**config.mk**
```make
export PLATFORM = sky130hd
export DESIGN_NAME = va_xlate_top
export DESIGN_NICKNAME = d
export VERILOG_FILES = /design/src/rtl/xlate_pkg.sv /design/src/rtl/xlate_lfsr.sv /design/src/rtl/xlate_slot_array.sv /design/src/rtl/va_xlate_top.sv
export SDC_FILE = /design/constraint.sdc
export NUM_CORES = 1
export LEC_CHECK = 0
export BUFFER_PORTS_ARGS = -buffer_cell sky130_fd_sc_hd__clkbuf_2
export CORE_MARGIN = 2
export CORE_UTILIZATION = 54
export CTS_BUF_LIST = sky130_fd_sc_hd__clkbuf_16
export CTS_CLUSTER_DIAMETER = 80
export DETAILED_ROUTE_END_ITERATION = 6
export GPL_ROUTABILITY_DRIVEN = 0
export PLACE_DENSITY = 0.84
export REMOVE_ABC_BUFFERS = 1
export SLEW_MARGIN = 10
export SYNTH_ARGS = -nofsm -noshare
export SYNTH_HDL_FRONTEND = slang
export SYNTH_HIERARCHICAL = 1
export SYNTH_SLANG_ARGS = --single-unit
```
**constraint.sdc**
```tcl
create_clock -name clk -period 6 [get_ports clk]
set_input_delay 1.2 -clock clk [delete_from_list [all_inputs] [get_ports clk]]
set_output_delay 1.2 -clock clk [all_outputs]
set_load 0.1 [all_outputs]
```
**src/rtl/xlate_pkg.sv**
```systemverilog
`timescale 1ns/1ps
package xlate_pkg;
  localparam int VA_W     = 32;
  localparam int PG_OFF_W = 12;
  localparam int VPN_W    = VA_W - PG_OFF_W;
  localparam int PFN_W    = VA_W - PG_OFF_W;

  // page table entry layout (decoded by the walk)
  localparam int PTE_PRESENT_BIT = 31;
  localparam int PTE_DIRTY_BIT   = 30;

  typedef struct packed {
    logic             live;
    logic [VPN_W-1:0] vpn;
    logic [PFN_W-1:0] pfn;
    logic             used;
    logic             mod;
  } slot_t;

  typedef enum logic [1:0] {WK_IDLE, WK_ISSUE, WK_AWAIT} walk_st_t;
endpackage

```
**src/rtl/xlate_lfsr.sv**
```systemverilog
`timescale 1ns/1ps
module xlate_lfsr #(
  parameter int           W    = 16,
  parameter logic [W-1:0] TAPS = 'hB400,
  parameter logic [W-1:0] SEED = 'hACE1
) (
  input  logic         clk,
  input  logic         rst,
  output logic [W-1:0] state
);
  // Galois form, advances every cycle
  always_ff @(posedge clk) begin
    if (rst) state <= SEED;
    else if (state[0]) state <= (state >> 1) ^ TAPS;
    else state <= state >> 1;
  end

  p_lfsr_nonzero_r8: assert property (@(posedge clk) disable iff (rst) state != '0)
    else $error("lfsr reached zero");
endmodule

```
**src/rtl/xlate_slot_array.sv**
```systemverilog
`timescale 1ns/1ps
module xlate_slot_array
  import xlate_pkg::*;
#(
  parameter int ENTRIES = 8,
  localparam int IDX_W  = $clog2(ENTRIES)
) (
  input  logic             clk,
  input  logic             rst,
  input  logic             flush,
  input  logic [VPN_W-1:0] lk_vpn,
  input  logic             lk_upd,
  input  logic             lk_wr,
  output logic             lk_hit,
  output logic [PFN_W-1:0] lk_pfn,
  output logic             lk_mod,
  input  logic             ins_en,
  input  logic [VPN_W-1:0] ins_vpn,
  input  logic [PFN_W-1:0] ins_pfn,
  input  logic             ins_mod,
  input  logic [IDX_W-1:0] rnd_idx
);
  slot_t slots [ENTRIES];
  logic [ENTRIES-1:0] match_v;
  logic [ENTRIES-1:0] live_v;
  logic [IDX_W-1:0]   free_idx;
  logic [IDX_W-1:0]   victim;

  for (genvar g = 0; g < ENTRIES; g++) begin : g_cmp
    assign live_v[g]  = slots[g].live;
    assign match_v[g] = slots[g].live && (slots[g].vpn == lk_vpn);
  end

  // match vector is one-hot or empty, so an OR-mux suffices
  always_comb begin
    lk_hit = |match_v;
    lk_pfn = '0;
    lk_mod = 1'b0;
    for (int i = 0; i < ENTRIES; i++) begin
      if (match_v[i]) begin
        lk_pfn = lk_pfn | slots[i].pfn;
        lk_mod = lk_mod | slots[i].mod;
      end
    end
  end

  // lowest empty slot first, LFSR pick only when full
  always_comb begin
    free_idx = '0;
    for (int i = ENTRIES - 1; i >= 0; i--) begin
      if (!live_v[i]) free_idx = IDX_W'(i);
    end
    victim = (&live_v) ? rnd_idx : free_idx;
  end

  always_ff @(posedge clk) begin
    if (rst || flush) begin
      for (int i = 0; i < ENTRIES; i++) slots[i].live <= 1'b0;
    end else begin
      if (lk_upd) begin
        for (int i = 0; i < ENTRIES; i++) begin
          if (match_v[i]) begin
            slots[i].used <= 1'b1;
            if (lk_wr) slots[i].mod <= 1'b1;
          end
        end
      end
      if (ins_en) begin
        slots[victim].live <= 1'b1;
        slots[victim].vpn  <= ins_vpn;
        slots[victim].pfn  <= ins_pfn;
        slots[victim].used <= 1'b1;
        slots[victim].mod  <= ins_mod;
      end
    end
  end

  p_single_match_r2: assert property (@(posedge clk) disable iff (rst) $onehot0(match_v))
    else $error("duplicate vpn in buffer");
  p_flush_empty_r9: assert property (@(posedge clk) disable iff (rst) flush |=> (live_v == '0))
    else $error("slot live after flush");
  p_install_live_r4: assert property (@(posedge clk) disable iff (rst)
    (ins_en && !flush) |=> (live_v != '0))
    else $error("install left buffer empty");
endmodule

```
**src/rtl/va_xlate_top.sv**
```systemverilog
`timescale 1ns/1ps
module va_xlate_top
  import xlate_pkg::*;
#(
  parameter int                ENTRIES   = 8,
  parameter int                LFSR_W    = 16,
  parameter logic [LFSR_W-1:0] LFSR_TAPS = 'hB400,
  parameter logic [LFSR_W-1:0] LFSR_SEED = 'hACE1
) (
  input  logic            clk,
  input  logic            rst,
  input  logic            req_valid,
  output logic            req_ready,
  input  logic [VA_W-1:0] req_vaddr,
  input  logic            req_write,
  output logic            rsp_valid,
  output logic            rsp_fault,
  output logic [VA_W-1:0] rsp_paddr,
  output logic            rsp_ref,
  output logic            rsp_dirty,
  output logic            mem_req_valid,
  input  logic            mem_req_ready,
  output logic [VA_W-1:0] mem_req_addr,
  input  logic            mem_rsp_valid,
  input  logic [VA_W-1:0] mem_rsp_data,
  input  logic            base_wr_en,
  input  logic [VA_W-1:0] base_wr_data
);
  localparam int IDX_W = $clog2(ENTRIES);

  walk_st_t              st;
  logic [VA_W-1:0]       pt_base;
  logic [VPN_W-1:0]      hold_vpn;
  logic [PG_OFF_W-1:0]   hold_off;
  logic                  hold_wr;
  logic                  accept;
  logic                  lk_hit;
  logic                  lk_mod;
  logic [PFN_W-1:0]      lk_pfn;
  logic                  ins_en;
  logic                  pte_present;
  logic [LFSR_W-1:0]     rnd;
  logic [VPN_W-1:0]      req_vpn;

  assign req_vpn     = req_vaddr[VA_W-1:PG_OFF_W];
  assign req_ready   = (st == WK_IDLE) && !base_wr_en;
  assign accept      = req_valid && req_ready;
  assign pte_present = mem_rsp_data[PTE_PRESENT_BIT];
  assign ins_en      = (st == WK_AWAIT) && mem_rsp_valid && pte_present;

  xlate_lfsr #(.W(LFSR_W), .TAPS(LFSR_TAPS), .SEED(LFSR_SEED)) u_rng (
    .clk(clk), .rst(rst), .state(rnd)
  );

  xlate_slot_array #(.ENTRIES(ENTRIES)) u_slots (
    .clk(clk), .rst(rst), .flush(base_wr_en),
    .lk_vpn(req_vpn), .lk_upd(accept), .lk_wr(req_write),
    .lk_hit(lk_hit), .lk_pfn(lk_pfn), .lk_mod(lk_mod),
    .ins_en(ins_en), .ins_vpn(hold_vpn), .ins_pfn(mem_rsp_data[PFN_W-1:0]),
    .ins_mod(mem_rsp_data[PTE_DIRTY_BIT] | hold_wr),
    .rnd_idx(rnd[IDX_W-1:0])
  );

  always_ff @(posedge clk) begin
    if (rst) begin
      st            <= WK_IDLE;
      pt_base       <= '0;
      hold_vpn      <= '0;
      hold_off      <= '0;
      hold_wr       <= 1'b0;
      mem_req_valid <= 1'b0;
      mem_req_addr  <= '0;
      rsp_valid     <= 1'b0;
      rsp_fault     <= 1'b0;
      rsp_paddr     <= '0;
      rsp_ref       <= 1'b0;
      rsp_dirty     <= 1'b0;
    end else begin
      rsp_valid <= 1'b0;
      if (base_wr_en) pt_base <= base_wr_data;
      case (st)
        WK_IDLE: begin
          if (accept) begin
            hold_vpn <= req_vpn;
            hold_off <= req_vaddr[PG_OFF_W-1:0];
            hold_wr  <= req_write;
            if (lk_hit) begin
              rsp_valid <= 1'b1;
              rsp_fault <= 1'b0;
              rsp_paddr <= {lk_pfn, req_vaddr[PG_OFF_W-1:0]};
              rsp_ref   <= 1'b1;
              rsp_dirty <= lk_mod | req_write;
            end else begin
              st            <= WK_ISSUE;
              mem_req_valid <= 1'b1;
              mem_req_addr  <= pt_base + (VA_W'(req_vpn) << 2);
            end
          end
        end
        WK_ISSUE: begin
          if (mem_req_ready) begin
            mem_req_valid <= 1'b0;
            st            <= WK_AWAIT;
          end
        end
        WK_AWAIT: begin
          if (mem_rsp_valid) begin
            st        <= WK_IDLE;
            rsp_valid <= 1'b1;
            rsp_fault <= !pte_present;
            if (pte_present) begin
              rsp_paddr <= {mem_rsp_data[PFN_W-1:0], hold_off};
              rsp_ref   <= 1'b1;
              rsp_dirty <= mem_rsp_data[PTE_DIRTY_BIT] | hold_wr;
            end else begin
              rsp_paddr <= '0;
              rsp_ref   <= 1'b0;
              rsp_dirty <= 1'b0;
            end
          end
        end
        default: st <= WK_IDLE;
      endcase
    end
  end

  p_hit_next_cycle_r2: assert property (@(posedge clk) disable iff (rst)
    (accept && lk_hit) |=> (rsp_valid && !mem_req_valid))
    else $error("hit did not answer next cycle");
  p_memreq_hold_r3: assert property (@(posedge clk) disable iff (rst)
    (mem_req_valid && !mem_req_ready) |=> (mem_req_valid && $stable(mem_req_addr)))
    else $error("memory request dropped or changed");
  p_walk_answer_r4: assert property (@(posedge clk) disable iff (rst)
    (st == WK_AWAIT && mem_rsp_valid) |=> rsp_valid)
    else $error("walk did not answer");
  p_fault_clean_r5: assert property (@(posedge clk) disable iff (rst)
    (rsp_valid && rsp_fault) |-> (rsp_paddr == '0 && !rsp_ref && !rsp_dirty))
    else $error("fault response not clean");
  p_used_flag_r6: assert property (@(posedge clk) disable iff (rst)
    (rsp_valid && !rsp_fault) |-> rsp_ref)
    else $error("used flag clear on success");
  p_miss_blocks_r10: assert property (@(posedge clk) disable iff (rst)
    (accept && !lk_hit) |=> !req_ready)
    else $error("request port open during walk");
endmodule

```
# Yosys cells after proc, flatten, opt, wreduce, memory -nomap -nowiden
# Memory sizes are Yosys's and may differ from the RTL's.
# Cells that the tools add are included.
[op_classes]
n_addsub = 1
n_eq_ne = 15
n_mux = 99
n_bitwise = 18
reduce_logical = 26
[ops]
columns = ["op", "count"]
rows = [
  ["equality test 20 bit", 8],
  ["2-to-1 mux 20 bit", 8],
  ["OR 20 bit", 7],
  ["2-to-1 mux 32 bit", 4],
  ["one-hot mux 32 bit (2 select lines)", 1],
  ["2-to-1 mux 1 bit", 63],
  ["2-to-1 mux 42 bit", 1],
  ["OR reduction 42 bit", 1],
  ["2-to-1 mux 3 bit", 11],
  ["adder 32 x 22 -> 32 bit", 1],
  ["2-to-1 mux 16 bit", 1],
  ["logical AND 1 bit", 12],
  ["AND reduction 4 bit", 3],
  ["inequality test 2 bit, second input constant", 5],
  ["one-hot mux 1 bit (2 select lines)", 5],
  ["OR 1 bit", 9],
  ["2-to-1 mux 2 bit", 4],
  ["AND reduction 8 bit", 1],
  ["OR reduction 8 bit", 1],
  ["one-hot mux 2 bit (3 select lines)", 1],
  ["NOT 3 -> 4 bit", 1],
  ["nonzero test 2 bit", 2],
  ["AND reduction 3 bit", 1],
  ["equality test 2 x 1 -> 1 bit, second input constant", 1],
  ["other kinds (6)", 7],
]
[totals]
ff_bits = 152
ramBits = 336
inputBits = 103
out_inout_bits = 70
word_cells = 173
mem_count = 1
[memory_table]
columns = ["name", "words", "word_bits", "rd", "rd_ports_with_merged_regs", "wr", "line", "text"]
rows = [
  ["u_slots.slots", 8, 42, 8, 0, 8, "xlate_slot_array.sv:23", "slot_t slots [ENTRIES];"],
]

# Depth between registers and ports, before layout
# An unclocked memory read counts as a cell.
[depth]
ltp_word = 22
mapped_depth = 14
ltp_nobuf = 10

# Modules after synthesis
# Netlist, hierarchy kept.
[by_module_without_submodules]
columns = ["module", "n_inst", "cells_each", "area_per_inst_um2", "seq_area_each_um2"]
rows = [
  ["xlate_slot_array", 1, 810, 13611.8, 9929.5],
  ["va_xlate_top", 1, 799, 6522.5, 2722.6],
  ["xlate_lfsr", 1, 36, 462.9, 320.3],
]

# Worst setup path after synthesis
# Ideal clock, no wire load.
[synth_timing]
path_kind = "input port to flip-flop"
from = "in mem_rsp_data[31]"
to = "mem u_slots/slots[0][0] (netlist name)"
setup_time_ns = 0.122
arrival_ns = 5.635
t_required_ns = 5.878
path_slack_ns = 0.243
stages = 6
n_path_buf = 2
path_cell_list = "clkbuf_1 > clkbuf_1 > and3_1 > nand3_1 > nor3b_1 > mux2_2"
[synth_rtl]
columns = ["item", "line", "text"]
rows = [
  ["start, declared", "va_xlate_top.sv:25", "input logic [VA_W-1:0] mem_rsp_data,"],
  ["end, declared", "xlate_slot_array.sv:23", ""],
]

# Final worst setup path
[layout_timing]
from = "in req_vaddr[15]"
to = "reg rsp_paddr[31]"
[layout_between]
elab_cells_between_ends = 37
classes_between = "9 x eq/ne; 11 x mux; 7 x bitwise; 10 x reduce/logical"
[layout_rtl]
columns = ["item", "line", "text"]
rows = [
  ["start, declared", "va_xlate_top.sv:14", "input logic [VA_W-1:0] req_vaddr,"],
  ["equality test 20 bit", "xlate_slot_array.sv:31", "assign match_v[g] = slots[g].live && (slots[g].vpn == lk_vpn);"],
  ["logical AND 1 bit", "xlate_slot_array.sv:31", ""],
  ["OR reduction 8 bit *", "xlate_slot_array.sv:36", "lk_hit = |match_v;"],
  ["via lk_hit", "va_xlate_top.sv:37", "logic lk_hit;"],
  ["inequality test 2 bit (no source line) *", "--", ""],
  ["AND reduction 4 bit (no source line) *", "--", ""],
  ["end signal, assigned", "va_xlate_top.sv:90", "rsp_paddr <= {lk_pfn, req_vaddr[PG_OFF_W-1:0]};"],
  ["end signal, assigned", "va_xlate_top.sv:112", "rsp_paddr <= {mem_rsp_data[PFN_W-1:0], hold_off};"],
  ["end, declared", "va_xlate_top.sv:18", "output logic [VA_W-1:0] rsp_paddr,"],
]
# Mark *: on every way through the listed nets, which the timed path passes. The rest lies on a longest branch. The select of a mux whose other input is x is not followed.
# A chain may end at the register's enable or synchronous reset.

==> flow_summary.json <==
{
  "crit_required_ns": 6.46,
  "synthesis.area_um2": 20600,
  "start_kind": "input pin",
  "hold_slack_ns": 0.423,
  "end_kind": "register",
  "p_leak_nw": 8.60,
  "root_buffer": "clkbuf_16",
  "cts.sinks": 488,
  "relSlewSlack": 0.277,
  "numCtsBuffers": 47,
  "synth_warnings": 6,
  "cp_cell_sequence": "clkbuf_2, xor2_1, nor4_1, and3_1, a2111oi_0, nand4_1, nand2_1, a21oi_4, buf_4, nor2_1, a311oi_1",
  "pwr_density_cell_nw_per_um2": 306,
  "fin_worst_skew_ns": 0.0241,
  "worst_pin_slew_ns": 1.08,
  "min_path_type": "reg -> reg",
  "synth_top_area_cell": "edfxtp_1",
  "avgSynthCellArea_um2": 12.5,
  "synth_area_leaders": "edfxtp_1 47%, dfxtp_1 16%, xnor2_1 4.0%, xor2_1 3.7%, nand2_1 3.0%",
  "cts_resized": 0,
  "rows": 71,
  "coreArea_um2": 37600,
  "period_share": 0.774,
  "ant_nets": 0,
  "die_x_um": 199,
  "syn_inst": 1645,
  "ir_worst_vdd_mv": 0.277,
  "synth_cell_types": 78,
  "vias_per_cell": 6.05,
  "max_stage_delay_ns": 0.91,
  "grt_usage": 0.264,
  "cts_setup_buffers": 0,
  "syn_to_final_growth_pct": 12.9,
  "drc": 0,
  "critPathMaxFanout": 66,
  "drtIter0Drc": 1262,
  "hold_buffers": 0,
  "yosys_most_used_dff": "edfxtp_1",
  "grt_pass1_wl_mm": 78.8,
  "grt_overflow": 0,
  "drt_wl_total_mm": 52.7,
  "path_class": "in -> reg",
  "antenna_found_initial": 1,
  "hpwlAfterDp_mm": 32.5,
  "crit_slowest_cell": "and3_1",
  "drv_slew": 0,
  "setup_viol": 0,
  "cts_tree": "built",
  "synth-seq-cells": 488,
  "crit_family": "simple AND/OR/NAND/NOR gates",
  "period_minus_slack_ns": 4.64,
  "fin_setup_tns_ns": 0,
  "drv_cap": 0,
  "clkLatencyLatePin_ns": 0.58,
  "first_global_vias": 13800,
  "io_buffers": 162,
  "status": "finished, final reports clean",
  "async_flop_share": 0,
  "vias": 14100,
  "rsz0062_at_grt": "no",
  "first_pass_iters": 7,
  "ios": 173,
  "hold_violations": 0,
  "crit_buf_inv": 2,
  "fillers": 2757,
  "clk_pin_slew_ns": 0.06,
  "yosysTopAreaCellShare": 0.467,
  "initial_core_util": 0.548,
  "h-tree-depth": 2,
  "synth_edf_count": 320,
  "clk_path_buf_depth": 3,
  "wire_per_inst_um": 22.5,
  "grt_max_degree": 90,
  "drive_above_1_share": 0.183,
  "die_y_um": 199,
  "dieArea_um2": 39700,
  "nNetsFinal": 1909,
  "seq_area_frac_synth": 0.630,
  "arrival_ns": 5.10,
  "fmax_ghz": 0.215
}
-- final timing paths --
kind                             start        endpoint  slack [ns]  cells past startpoint
setup / recovery         req_vaddr[15]   rsp_paddr[31]        1.36                     11
hold / removal          u_rng/state[8]  u_rng/state[7]        0.42                      1
setup reg to reg  u_slots/slots[2][24]   rsp_paddr[31]        2.05                     10
hold reg to reg         u_rng/state[8]  u_rng/state[7]        0.42                      1
-- layout by cell type (no fill, tap or decap), types with 5 or more instances in the layout --
cell,count
nand3_1,63
a22oi_2,9
clkinv_2,10
a211oi_1,5
a311oi_1,24
nand4_1,28
dfxtp_1,168
inv_1,22
nor2b_1,7
xor2_1,87
a21o_1,13
clkinv_1,11
a21oi_1,73
clkbuf_16,48
a2111oi_0,14
a311oi_2,10
nor2_1,104
ha_1,20
a31oi_1,7
nand2_1,167
clkbuf_2,161
nand2b_1,7
or2_1,6
nand3_2,9
and3_1,70
and2b_1,6
nor3_1,17
mux2i_1,41
xnor2_1,93
buf_4,31
nor4_1,17
a2111oi_2,9
o21ai_0,20
a22oi_1,33
nand3b_1,5
edfxtp_1,320
o211ai_1,8
-- cell families after synthesis --
family,Yosys count,synth area share
mux,42,0.0205
xor+xnor,180,0.0765
simple gates,541,0.134
buf+inv,114,0.0296
flops,488,0.630
compound gates,259,0.0963
fa+ha+maj,21,0.0131
-- state kept, by name (all words and copies together), names as in the netlist --
name           count
hold_off          12
hold_vpn          20
hold_wr            1
mem_req_addr      32
mem_req_valid      1
pt_base           32
rsp_dirty          1
rsp_fault          1
rsp_paddr         32
rsp_ref            1
rsp_valid          1
st                 2
u_rng/state       16
u_slots/slots    336
-- worst reg2reg max path: cells and delay by family, from the launching register on --
kind	cells	cell delay [ns]
AO/OA/AOI/OAI	3	0.76
XOR/XNOR	1	0.16
buffers and inverters	1	0.59
flip-flops	1	0.38
AND/OR/NAND/NOR	5	1.95
-- metrics by stage --
stage          utilization  cells  area, um^2  power, W  worst slack, ns
2_1_floorplan            -   1544       20000   0.00408            0.203
3_3_place_gp         0.579   2247       21800   0.00428             1.09
3_5_place_dp         0.579   2247       21800   0.00430            0.932
4_1_cts              0.619   2335       23300   0.00714             1.50
5_1_grt              0.619   2336       23300   0.00732             1.11
6_report             0.619   2337       23300   0.00711             1.36
-- cell type report --
type / instances / area (um^2) / area share
sequential: 488 / 13000 / 0.558
timing repair buffer: 192 / 1040 / 0.0446
antenna: 2 / 5.00 / 0.000215
inverter: 13 / 50.0 / 0.00215
multi-input combinational: 1043 / 7050 / 0.303
clock buffer: 48 / 1200 / 0.0516
tap: 511 / 639 / 0.0275
clock inverter: 40 / 302 / 0.0130
-- synth_stat cells (9+ instances only) --
| cell type | count |
|---|---|
| a2111oi_0 | 14 |
| a21oi_1 | 73 |
| nor2_1 | 105 |
| buf_4 | 9 |
| a22oi_1 | 33 |
| nand3_2 | 9 |
| xor2_1 | 87 |
| xnor2_1 | 93 |
| buf_2 | 21 |
| a311oi_2 | 10 |
| inv_1 | 12 |
| a21o_1 | 13 |
| nand4_1 | 28 |
| dfxtp_1 | 168 |
| and3_1 | 70 |
| buf_6 | 16 |
| clkbuf_1 | 51 |
| edfxtp_1 | 320 |
| nand3_1 | 63 |
| mux2i_1 | 41 |
| ha_1 | 20 |
| a311oi_1 | 24 |
| nand2_1 | 167 |
| a22oi_2 | 9 |
| o21ai_0 | 20 |
| nor4_1 | 17 |
| nor3_1 | 19 |
| a2111oi_2 | 9 |
-- power breakdown --
group          internal (W)  switching (W)  leakage, nW
Clock               0.00160        0.00128        0.770
Combinational      0.000157       0.000400         3.60
Sequential          0.00362      0.0000549         4.23
Total               0.00537        0.00173         8.60
-- routing by layer --
layer	global-route usage	part of all wire
met2	0.456	0.49
met4	0.104	0.034
met5	0	0
met3	0.0380	0.083
met1	0.336	0.39
Note: power is estimated with default switching activity, not from simulation.
